## src/rtl/bmc_pkg.sv

```systemverilog
package bmc_pkg;
  typedef enum logic [1:0] {
    SQ_IDLE = 2'd0,
    SQ_LEAD = 2'd1,
    SQ_POST = 2'd2
  } seq_state_e;
endpackage

```

## src/rtl/fsw_debounce.sv

```systemverilog
module fsw_debounce #(
  parameter int DEB_CNT = 1250000
) (
  input  logic clk,
  input  logic rst_n,
  input  logic raw,
  output logic press
);
  localparam int CW = $clog2(DEB_CNT + 1);
  localparam logic [CW-1:0] LAST = CW'(DEB_CNT - 1);

  logic          s1_q, s2_q, stable_q, stable_n;
  logic [CW-1:0] cnt_q, cnt_n;
  logic          press_n;

  always_comb begin
    stable_n = stable_q;
    cnt_n    = cnt_q;
    press_n  = 1'b0;
    if (s2_q == stable_q) begin
      cnt_n = '0;
    end else if (cnt_q == LAST) begin
      stable_n = s2_q;
      cnt_n    = '0;
      press_n  = s2_q;
    end else begin
      cnt_n = cnt_q + 1'b1;
    end
  end

  always_ff @(posedge clk or negedge rst_n) begin
    if (!rst_n) begin
      s1_q     <= 1'b0;
      s2_q     <= 1'b0;
      stable_q <= 1'b0;
      cnt_q    <= '0;
      press    <= 1'b0;
    end else begin
      s1_q     <= raw;
      s2_q     <= s1_q;
      stable_q <= stable_n;
      cnt_q    <= cnt_n;
      press    <= press_n;
    end
  end
endmodule

```

## src/rtl/bypass_seq.sv

```systemverilog
module bypass_seq
  import bmc_pkg::*;
#(
  parameter int FRAME_CYC = 2604
) (
  input  logic clk,
  input  logic rst_n,
  input  logic press,
  output logic relay,
  output logic pause
);
  localparam int FW = $clog2(FRAME_CYC + 1);
  localparam logic [FW-1:0] LAST = FW'(FRAME_CYC - 1);

  seq_state_e    state_q, state_n;
  logic [FW-1:0] cnt_q, cnt_n;
  logic          want_q, want_n;
  logic          relay_n;

  always_comb begin
    state_n = state_q;
    cnt_n   = cnt_q;
    relay_n = relay;
    want_n  = want_q ^ press;
    case (state_q)
      SQ_IDLE: begin
        if (relay != want_q) begin
          state_n = SQ_LEAD;
          cnt_n   = '0;
        end
      end
      SQ_LEAD: begin
        if (cnt_q == LAST) begin
          state_n = SQ_POST;
          cnt_n   = '0;
          relay_n = want_q;
        end else begin
          cnt_n = cnt_q + 1'b1;
        end
      end
      SQ_POST: begin
        if (cnt_q == LAST) begin
          state_n = SQ_IDLE;
          cnt_n   = '0;
        end else begin
          cnt_n = cnt_q + 1'b1;
        end
      end
      default: begin
        state_n = SQ_IDLE;
        cnt_n   = '0;
      end
    endcase
  end

  always_ff @(posedge clk or negedge rst_n) begin
    if (!rst_n) begin
      state_q <= SQ_IDLE;
      cnt_q   <= '0;
      want_q  <= 1'b0;
      relay   <= 1'b0;
    end else begin
      state_q <= state_n;
      cnt_q   <= cnt_n;
      want_q  <= want_n;
      relay   <= relay_n;
    end
  end

  assign pause = (state_q != SQ_IDLE);
endmodule

```

## src/rtl/mute_timer.sv

```systemverilog
module mute_timer #(
  parameter int MUTE_CYC = 250000
) (
  input  logic clk,
  input  logic rst_n,
  input  logic start,
  output logic muted
);
  localparam int MW = $clog2(MUTE_CYC + 1);
  localparam logic [MW-1:0] LOAD = MW'(MUTE_CYC);

  logic [MW-1:0] cnt_q, cnt_n;

  always_comb begin
    cnt_n = cnt_q;
    if (start) begin
      cnt_n = LOAD;
    end else if (cnt_q != '0) begin
      cnt_n = cnt_q - 1'b1;
    end
  end

  always_ff @(posedge clk or negedge rst_n) begin
    if (!rst_n) cnt_q <= '0;
    else        cnt_q <= cnt_n;
  end

  assign muted = (cnt_q != '0);
endmodule

```

## src/rtl/sample_gate.sv

```systemverilog
module sample_gate #(
  parameter int W = 24
) (
  input  logic         clk,
  input  logic         rst_n,
  input  logic         mute,
  input  logic         in_valid,
  input  logic [W-1:0] in_left,
  input  logic [W-1:0] in_right,
  output logic         out_valid,
  output logic [W-1:0] out_left,
  output logic [W-1:0] out_right
);
  logic [W-1:0] left_n, right_n;

  always_comb begin
    left_n  = mute ? '0 : in_left;
    right_n = mute ? '0 : in_right;
  end

  always_ff @(posedge clk or negedge rst_n) begin
    if (!rst_n) begin
      out_valid <= 1'b0;
      out_left  <= '0;
      out_right <= '0;
    end else begin
      out_valid <= in_valid;
      out_left  <= left_n;
      out_right <= right_n;
    end
  end
endmodule

```

## src/rtl/bypass_mute_ctrl.sv

```systemverilog
module bypass_mute_ctrl #(
  parameter int W         = 24,
  parameter int DEB_CNT   = 1250000,
  parameter int FRAME_CYC = 2604,
  parameter int MUTE_CYC  = 250000
) (
  input  logic         clk,
  input  logic         rst_n,
  input  logic         fsw_raw,
  input  logic         in_valid,
  input  logic [W-1:0] in_left,
  input  logic [W-1:0] in_right,
  output logic         relay_on,
  output logic         xfer_pause,
  output logic         out_valid,
  output logic [W-1:0] out_left,
  output logic [W-1:0] out_right
);
  logic rst_m_q, rst_sync_n;
  logic press_pulse;
  logic timer_muted;
  logic gate_mute;

  always_ff @(posedge clk or negedge rst_n) begin
    if (!rst_n) begin
      rst_m_q    <= 1'b0;
      rst_sync_n <= 1'b0;
    end else begin
      rst_m_q    <= 1'b1;
      rst_sync_n <= rst_m_q;
    end
  end

  fsw_debounce #(.DEB_CNT(DEB_CNT)) u_deb (
    .clk   (clk),
    .rst_n (rst_sync_n),
    .raw   (fsw_raw),
    .press (press_pulse)
  );

  bypass_seq #(.FRAME_CYC(FRAME_CYC)) u_seq (
    .clk   (clk),
    .rst_n (rst_sync_n),
    .press (press_pulse),
    .relay (relay_on),
    .pause (xfer_pause)
  );

  mute_timer #(.MUTE_CYC(MUTE_CYC)) u_tmr (
    .clk   (clk),
    .rst_n (rst_sync_n),
    .start (press_pulse),
    .muted (timer_muted)
  );

  assign gate_mute = timer_muted | xfer_pause;

  sample_gate #(.W(W)) u_gate (
    .clk       (clk),
    .rst_n     (rst_sync_n),
    .mute      (gate_mute),
    .in_valid  (in_valid),
    .in_left   (in_left),
    .in_right  (in_right),
    .out_valid (out_valid),
    .out_left  (out_left),
    .out_right (out_right)
  );
endmodule

```

## config.mk

```make
export PLATFORM = sky130hd
export DESIGN_NAME = bypass_mute_ctrl
export DESIGN_NICKNAME = d
export VERILOG_FILES = /design/src/rtl/bmc_pkg.sv /design/src/rtl/fsw_debounce.sv /design/src/rtl/bypass_seq.sv /design/src/rtl/mute_timer.sv /design/src/rtl/sample_gate.sv /design/src/rtl/bypass_mute_ctrl.sv
export SDC_FILE = /design/constraint.sdc
export NUM_CORES = 1
export LEC_CHECK = 0
export BUFFER_PORTS_ARGS = -buffer_cell sky130_fd_sc_hd__buf_2
export CORE_MARGIN = 2
export CORE_UTILIZATION = 53
export CTS_CLUSTER_SIZE = 40
export DETAILED_ROUTE_END_ITERATION = 8
export PLACE_DENSITY = 0.81
export REMOVE_ABC_BUFFERS = 1
export SYNTH_ARGS = -nofsm -noshare
export SYNTH_HDL_FRONTEND = slang
export SYNTH_HIERARCHICAL = 1
export SYNTH_SLANG_ARGS = --single-unit
```

## constraint.sdc

```tcl
create_clock -name clk -period 3.7 [get_ports clk]
set_input_delay 0.185 -clock clk [delete_from_list [all_inputs] [get_ports clk]]
set_output_delay 0.185 -clock clk [all_outputs]
set_load 0.03 [all_outputs]
```

Yosys cells after proc, flatten, opt, wreduce, memory -nomap -nowiden
Index checks and enable logic that the tools add are counted.
{"block": "word_totals", "regBits": 110, "output_inout_bits": 51, "wordCells": 53}
{"block": "op_classes", "n_addsub": 3, "n_eq_ne": 9, "mux": 15, "n_bitwise": 3, "reduce_logical": 8}
{"op": "$mux W24", "count": 2}
{"op": "$mux W21", "count": 2}
{"op": "$mux W18", "count": 2}
{"op": "$mux W12", "count": 2}
{"op": "$pmux W12 S2", "count": 1}
{"op": "$add A21 B1 Y21 const B", "count": 1}
{"op": "$eq A21 B21 Y1 const B", "count": 1}
{"op": "$reduce_bool A18 Y1", "count": 1}
{"op": "$sub A18 B1 Y18 const B", "count": 1}
{"op": "$add A12 B1 Y12 const B", "count": 1}
{"op": "$eq A12 B12 Y1 const B", "count": 1}
{"op": "$mux W2", "count": 3}
{"op": "$ne A2 B1 Y1 const B", "count": 3}
{"op": "$pmux W2 S3", "count": 1}
{"op": "$reduce_and A2 Y1", "count": 2}
{"op": "$reduce_bool A2 Y1", "count": 2}
{"op": "$reduce_and A3 Y1", "count": 1}
{"op": "$eq A2 B1 Y1 const B", "count": 1}
{"op": "$eq A2 B2 Y1 const B", "count": 1}
{"op": "$logic_not A2 Y1", "count": 1}
{"op": "$mux W1", "count": 2}
{"op": "$reduce_or A2 Y1", "count": 1}
{"op": "$eq A1 B1 Y1", "count": 1}
{"op": "$ne A1 B1 Y1", "count": 1}
{"op": "other kinds (3)", "count": 3}

Logic depth before layout (Yosys ltp)
{"block": "logic_depth", "ltp_word": 3, "ltp_mapped": 10}

Hierarchy
The synthesis kept the hierarchy.
{"module": "sample_gate", "instances": 1, "cells_per_inst": 102, "area_per_inst_um2": 1570.3, "seq_area_each_um2": 1226.2}
{"module": "fsw_debounce", "instances": 1, "cells_per_inst": 120, "area_per_inst_um2": 1203.7, "seq_area_each_um2": 625.6}
{"module": "mute_timer", "instances": 1, "cells_per_inst": 108, "area_per_inst_um2": 1059.8, "seq_area_each_um2": 450.4}
{"module": "bypass_seq", "instances": 1, "cells_per_inst": 94, "area_per_inst_um2": 978.4, "seq_area_each_um2": 400.4}
{"module": "bypass_mute_ctrl", "instances": 1, "cells_per_inst": 4, "area_per_inst_um2": 60.1, "seq_area_each_um2": 50.0}

Worst setup path before layout
No wires, ideal clock.
{"block": "synth_timing", "path_kind": "reg-to-reg", "from": "register u_tmr.cnt_q[14]", "to": "register u_gate.out_right[10]", "arrival_ns": 2.232, "t_required_ns": 3.627, "slack_ns": 1.395, "path_stages_with_launch": 10, "path_buffers": 3, "cell_sequence": "dfrtp_1 -> or4_4 -> or4_4 -> buf_6 -> nor2_4 -> inv_1 -> or2_1 -> buf_6 -> buf_6 -> nor2b_1"}
{"block": "synth_between", "elab_chain_cells": 3}
{"item": "start: declaration", "line_no": "mute_timer.sv:12", "text": "logic [MW-1:0] cnt_q, cnt_n;"}
{"item": "start signal: assignment", "line_no": "mute_timer.sv:25", "text": "else cnt_q <= cnt_n;"}
{"item": "$reduce_bool A18 Y1", "line_no": "mute_timer.sv:28", "text": "assign muted = (cnt_q != '0);"}
{"item": "via timer_muted", "line_no": "bypass_mute_ctrl.sv:21", "text": "logic timer_muted;"}
{"item": "$or A1 B1 Y1", "line_no": "bypass_mute_ctrl.sv:56", "text": "assign gate_mute = timer_muted | xfer_pause;"}
{"item": "via gate_mute", "line_no": "bypass_mute_ctrl.sv:22", "text": "logic gate_mute;"}
{"item": "$mux W24", "line_no": "sample_gate.sv:18", "text": "right_n = mute ? '0 : in_right;"}
{"item": "via u_gate.right_n[10]", "line_no": "sample_gate.sv:14", "text": "logic [W-1:0] left_n, right_n;"}
{"item": "end signal: assignment", "line_no": "sample_gate.sv:29", "text": "out_right <= right_n;"}
{"item": "end: declaration", "line_no": "sample_gate.sv:12", "text": "output logic [W-1:0] out_right"}
The timed path passes the listed nets, and every way through them passes these cells.
A chain may end at the register's enable or synchronous reset.

Final worst setup path
{"block": "layout_timing", "from": "register u_tmr.cnt_q[14]", "to": "register u_gate.out_left[9]"}
{"block": "layout_between", "elab_chain_cells": 3}
{"item": "$reduce_bool A18 Y1", "line_no": "mute_timer.sv:28"}
{"item": "via timer_muted", "line_no": "bypass_mute_ctrl.sv:21"}
{"item": "$or A1 B1 Y1", "line_no": "bypass_mute_ctrl.sv:56"}
{"item": "via gate_mute", "line_no": "bypass_mute_ctrl.sv:22"}
{"item": "$mux W24", "line_no": "sample_gate.sv:17", "text": "left_n = mute ? '0 : in_left;"}
{"item": "via u_gate.left_n[9]", "line_no": "sample_gate.sv:14"}
{"item": "end signal: assignment", "line_no": "sample_gate.sv:28", "text": "out_left <= left_n;"}
{"item": "end: declaration", "line_no": "sample_gate.sv:11", "text": "output logic [W-1:0] out_left,"}
The timed path passes the listed nets, and every way through them passes these cells.

==> reports/results.ini <==
[run_status]
status = completed

[floorplan]
core-area_sq_um = 8810
io-pin-count = 103
rows = 34
initial_core_util = 0.553
die_x_um = 99.9
die_y_um = 99.9
die-area_sq_um = 9980

[timing]
fmax_mhz = 402
hold_violations = 0
min_period_ns = 2.49
fin_setup_tns_ns = 0
drv_slew = 0
rsz0062_at_grt = no
finalCritPeriodShare = 0.672
finClkSkew_ns = 0.0143
tightest_slew_ns = 0.830
setup_viol = 0
max_slew_margin = 0.447

[global_routing]
overflow = 0
track_usage = 0.213
grt_start_max_net_pins = 49
grt_pass1_wl_mm = 16.9
antenna_found_initial = 0
first_global_vias = 3598

[clocking]
root_buffer = clkbuf_8
cts_resized = 0
cts.clk_slew.worst_paths_ns = 0.12
cts_tree = done
cts_buffer_depth = 2
clock_sinks = 110
clock_latency_ns = 0.39
holdBufCountCts = 19
htree_levels = 3
numCtsBuffers = 9
cts_setup_buffers = 0

[placement]
gp_congestion = 0.845
dpl.hpwl_mm = 7.03
port_buffers = 102
dpl_cell_area_sq_um = 5440

[synthesis]
ys_types = 64
ys.flop_type = dfrtp_1
synth_edf_count = 0
syn-cell-area_sq_um = 4870
syn_inst = 428
seq_area_frac_synth = 0.565
async_reset_ff_frac = 1.00
synth-seq-cells = 110
ys.warnings.count = 6
syn_area_per_cell_sq_um = 11.4

[layout]
syn_to_final_growth_pct = 19.9
regArea_sq_um = 2760
design_area_sq_um = 5840
num_antenna_cells = 0
fill_cells = 659
layout_common_cells = dfrtp_1, buf_2, nor2b_1
final_net_count = 607
final_common_cell = dfrtp_1
drive_gt1_frac = 0.271
multi_input_area_sq_um = 1960

[worst_setup_path]
crit_path_end_kind = flip-flop
cp_slowest_cell = or4_4
worstSetupStartpointType = flip-flop
critical-path-top-delay-family = simple AND/OR/NAND/NOR gates
path_buf_inv = 2
crit_required_ns = 4.01
cp_cell_sequence = or4_4, or4_4, nor2_4, inv_1, or2_1, buf_4, nor2b_1
cp_slowest_stage_delay_ns = 0.59
cp_common_cell = or4_4
critPathKind = reg2reg
cp_max_fo = 48
arrival_ns = 2.79

[power_and_ir_drop]
powerDensity_nw_per_um2 = 368
power.leakage_nw = 2.77
ir_drop_v = 0.000264

[routing]
ant_nets = 0
vias = 3648
drt-vias-per-instance = 5.52
dr.pass1.iters = 5
wire_per_inst_um = 15.4
drtIter0Drc = 182
drc = 0
routed_wl_mm = 10.2

[job]
max-cap-violations = 0

[min_path]
hold_path.class = in2reg

-- worst register-to-register path, stage by stage (launching register included) --
cell and delay (ns):
dfrtp_1 0.42, or4_4 0.59, or4_4 0.51, nor2_4 0.16
inv_1 0.05, or2_1 0.20, buf_4 0.26, nor2b_1 0.22
-- stage by stage --
step                      std cells  worst slack (ns)  utilization  hold WS (ns)  power (W)
after detailed placement        626              1.27        0.618       -0.0245    0.00144
after floorplan                 412             0.409            -        -0.111    0.00137
after CTS                       661              1.21        0.664      0.000384    0.00218
after global routing            661              1.04        0.664       0.00267    0.00225
final                           661              1.21        0.664        0.0123    0.00215
after global placement          626              1.35        0.618       -0.0272    0.00143
-- synth_stat cells, drive strengths merged (4+ instances only) --
library cell  instances  area, sq um
mux2                  6         71.3
xnor2                17          156
nor4                 13          115
clkbuf                5         18.8
o31ai                 4         30.0
nand3                14         80.1
o21ai                18         90.1
nor2b                53          332
xor2                  7         61.3
or4                  10         82.6
buf                  11         88.8
nand2                19         71.3
dfrtp               110         2750
ha                    7         87.6
or3                   9         56.3
nor2                 37          154
a21oi                17          100
nand4                10         75.1
o31a                  4         35.0
inv                  14         52.6
-- routing by layer --
metal / up-vias / share of wire / GRT usage / wire (um)
li1: 1729 / - / - / -
met1: 1773 / 0.43 / 0.281 / 4410
met2: 124 / 0.49 / 0.346 / 4960
met3: 22 / 0.060 / 0.0550 / 611
met4: 0 / 0.021 / 0.0759 / 212
met5: - / 0 / 0 / 0
-- path summary, 6_finish.rpt --
kind                                        startpoint  depth (start not counted)  slack [ns]                       endpoint
max reg2reg                u_tmr/cnt_q[14]$_DFFE_PN0P_                          7        1.21   u_gate/out_left[9]$_DFF_PN0_
min                                        in_right[1]                          2        0.01  u_gate/out_right[1]$_DFF_PN0_
min reg2reg                       rst_sync_n$_DFF_PN0_                          0        0.24       u_deb/cnt_q[3]$_DFF_PN0_
min in group asynchronous                        rst_n                          2        0.10           rst_sync_n$_DFF_PN0_
max in group asynchronous         rst_sync_n$_DFF_PN0_                          1        2.62  u_gate/out_left[20]$_DFF_PN0_
max                        u_tmr/cnt_q[14]$_DFFE_PN0P_                          7        1.21   u_gate/out_left[9]$_DFF_PN0_
-- state kept, by name, indices dropped and copies added (netlist names) --
| register | flops |
|---|---|
| u_gate/out_left | 24 |
| u_gate/out_right | 24 |
| u_deb/cnt_q | 21 |
| u_tmr/cnt_q | 18 |
| u_seq/cnt_q | 12 |
| u_seq/state_q | 2 |
| rst_m_q | 1 |
| rst_sync_n | 1 |
| u_deb/press | 1 |
| u_deb/s1_q | 1 |
| u_deb/s2_q | 1 |
| u_deb/stable_q | 1 |
| u_gate/out_valid | 1 |
| u_seq/relay | 1 |
| u_seq/want_q | 1 |
-- kinds of logic after synthesis --
group / Yosys count / share of synthesized area
XOR/XNOR: 24 / 0.0447
flip-flops: 110 / 0.565
other: 1 / 0.000770
AO/OA/AOI/OAI: 59 / 0.0835
multiplexers: 7 / 0.0167
adder cells (fa/ha/maj): 7 / 0.0180
AND/OR/NAND/NOR: 190 / 0.239
buffers and inverters: 30 / 0.0329
-- report_power, final --
part	internal [W]	switching (W)	total (W)
Clock	0.000275	0.000452	0.000727
Sequential	0.00123	0.0000156	0.00125
Combinational	0.0000677	0.000110	0.000178
-- area by class of cell --
| cell class | instances | share of cell area |
|---|---|---|
| tap | 108 | 0.0231 |
| sequential | 110 | 0.472 |
| clock buffer | 9 | 0.0212 |
| multi-input combinational | 288 | 0.335 |
| inverter | 14 | 0.00899 |
| clock inverter | 7 | 0.0146 |
| timing repair buffer | 125 | 0.125 |
(Power assumes the default switching activity.)
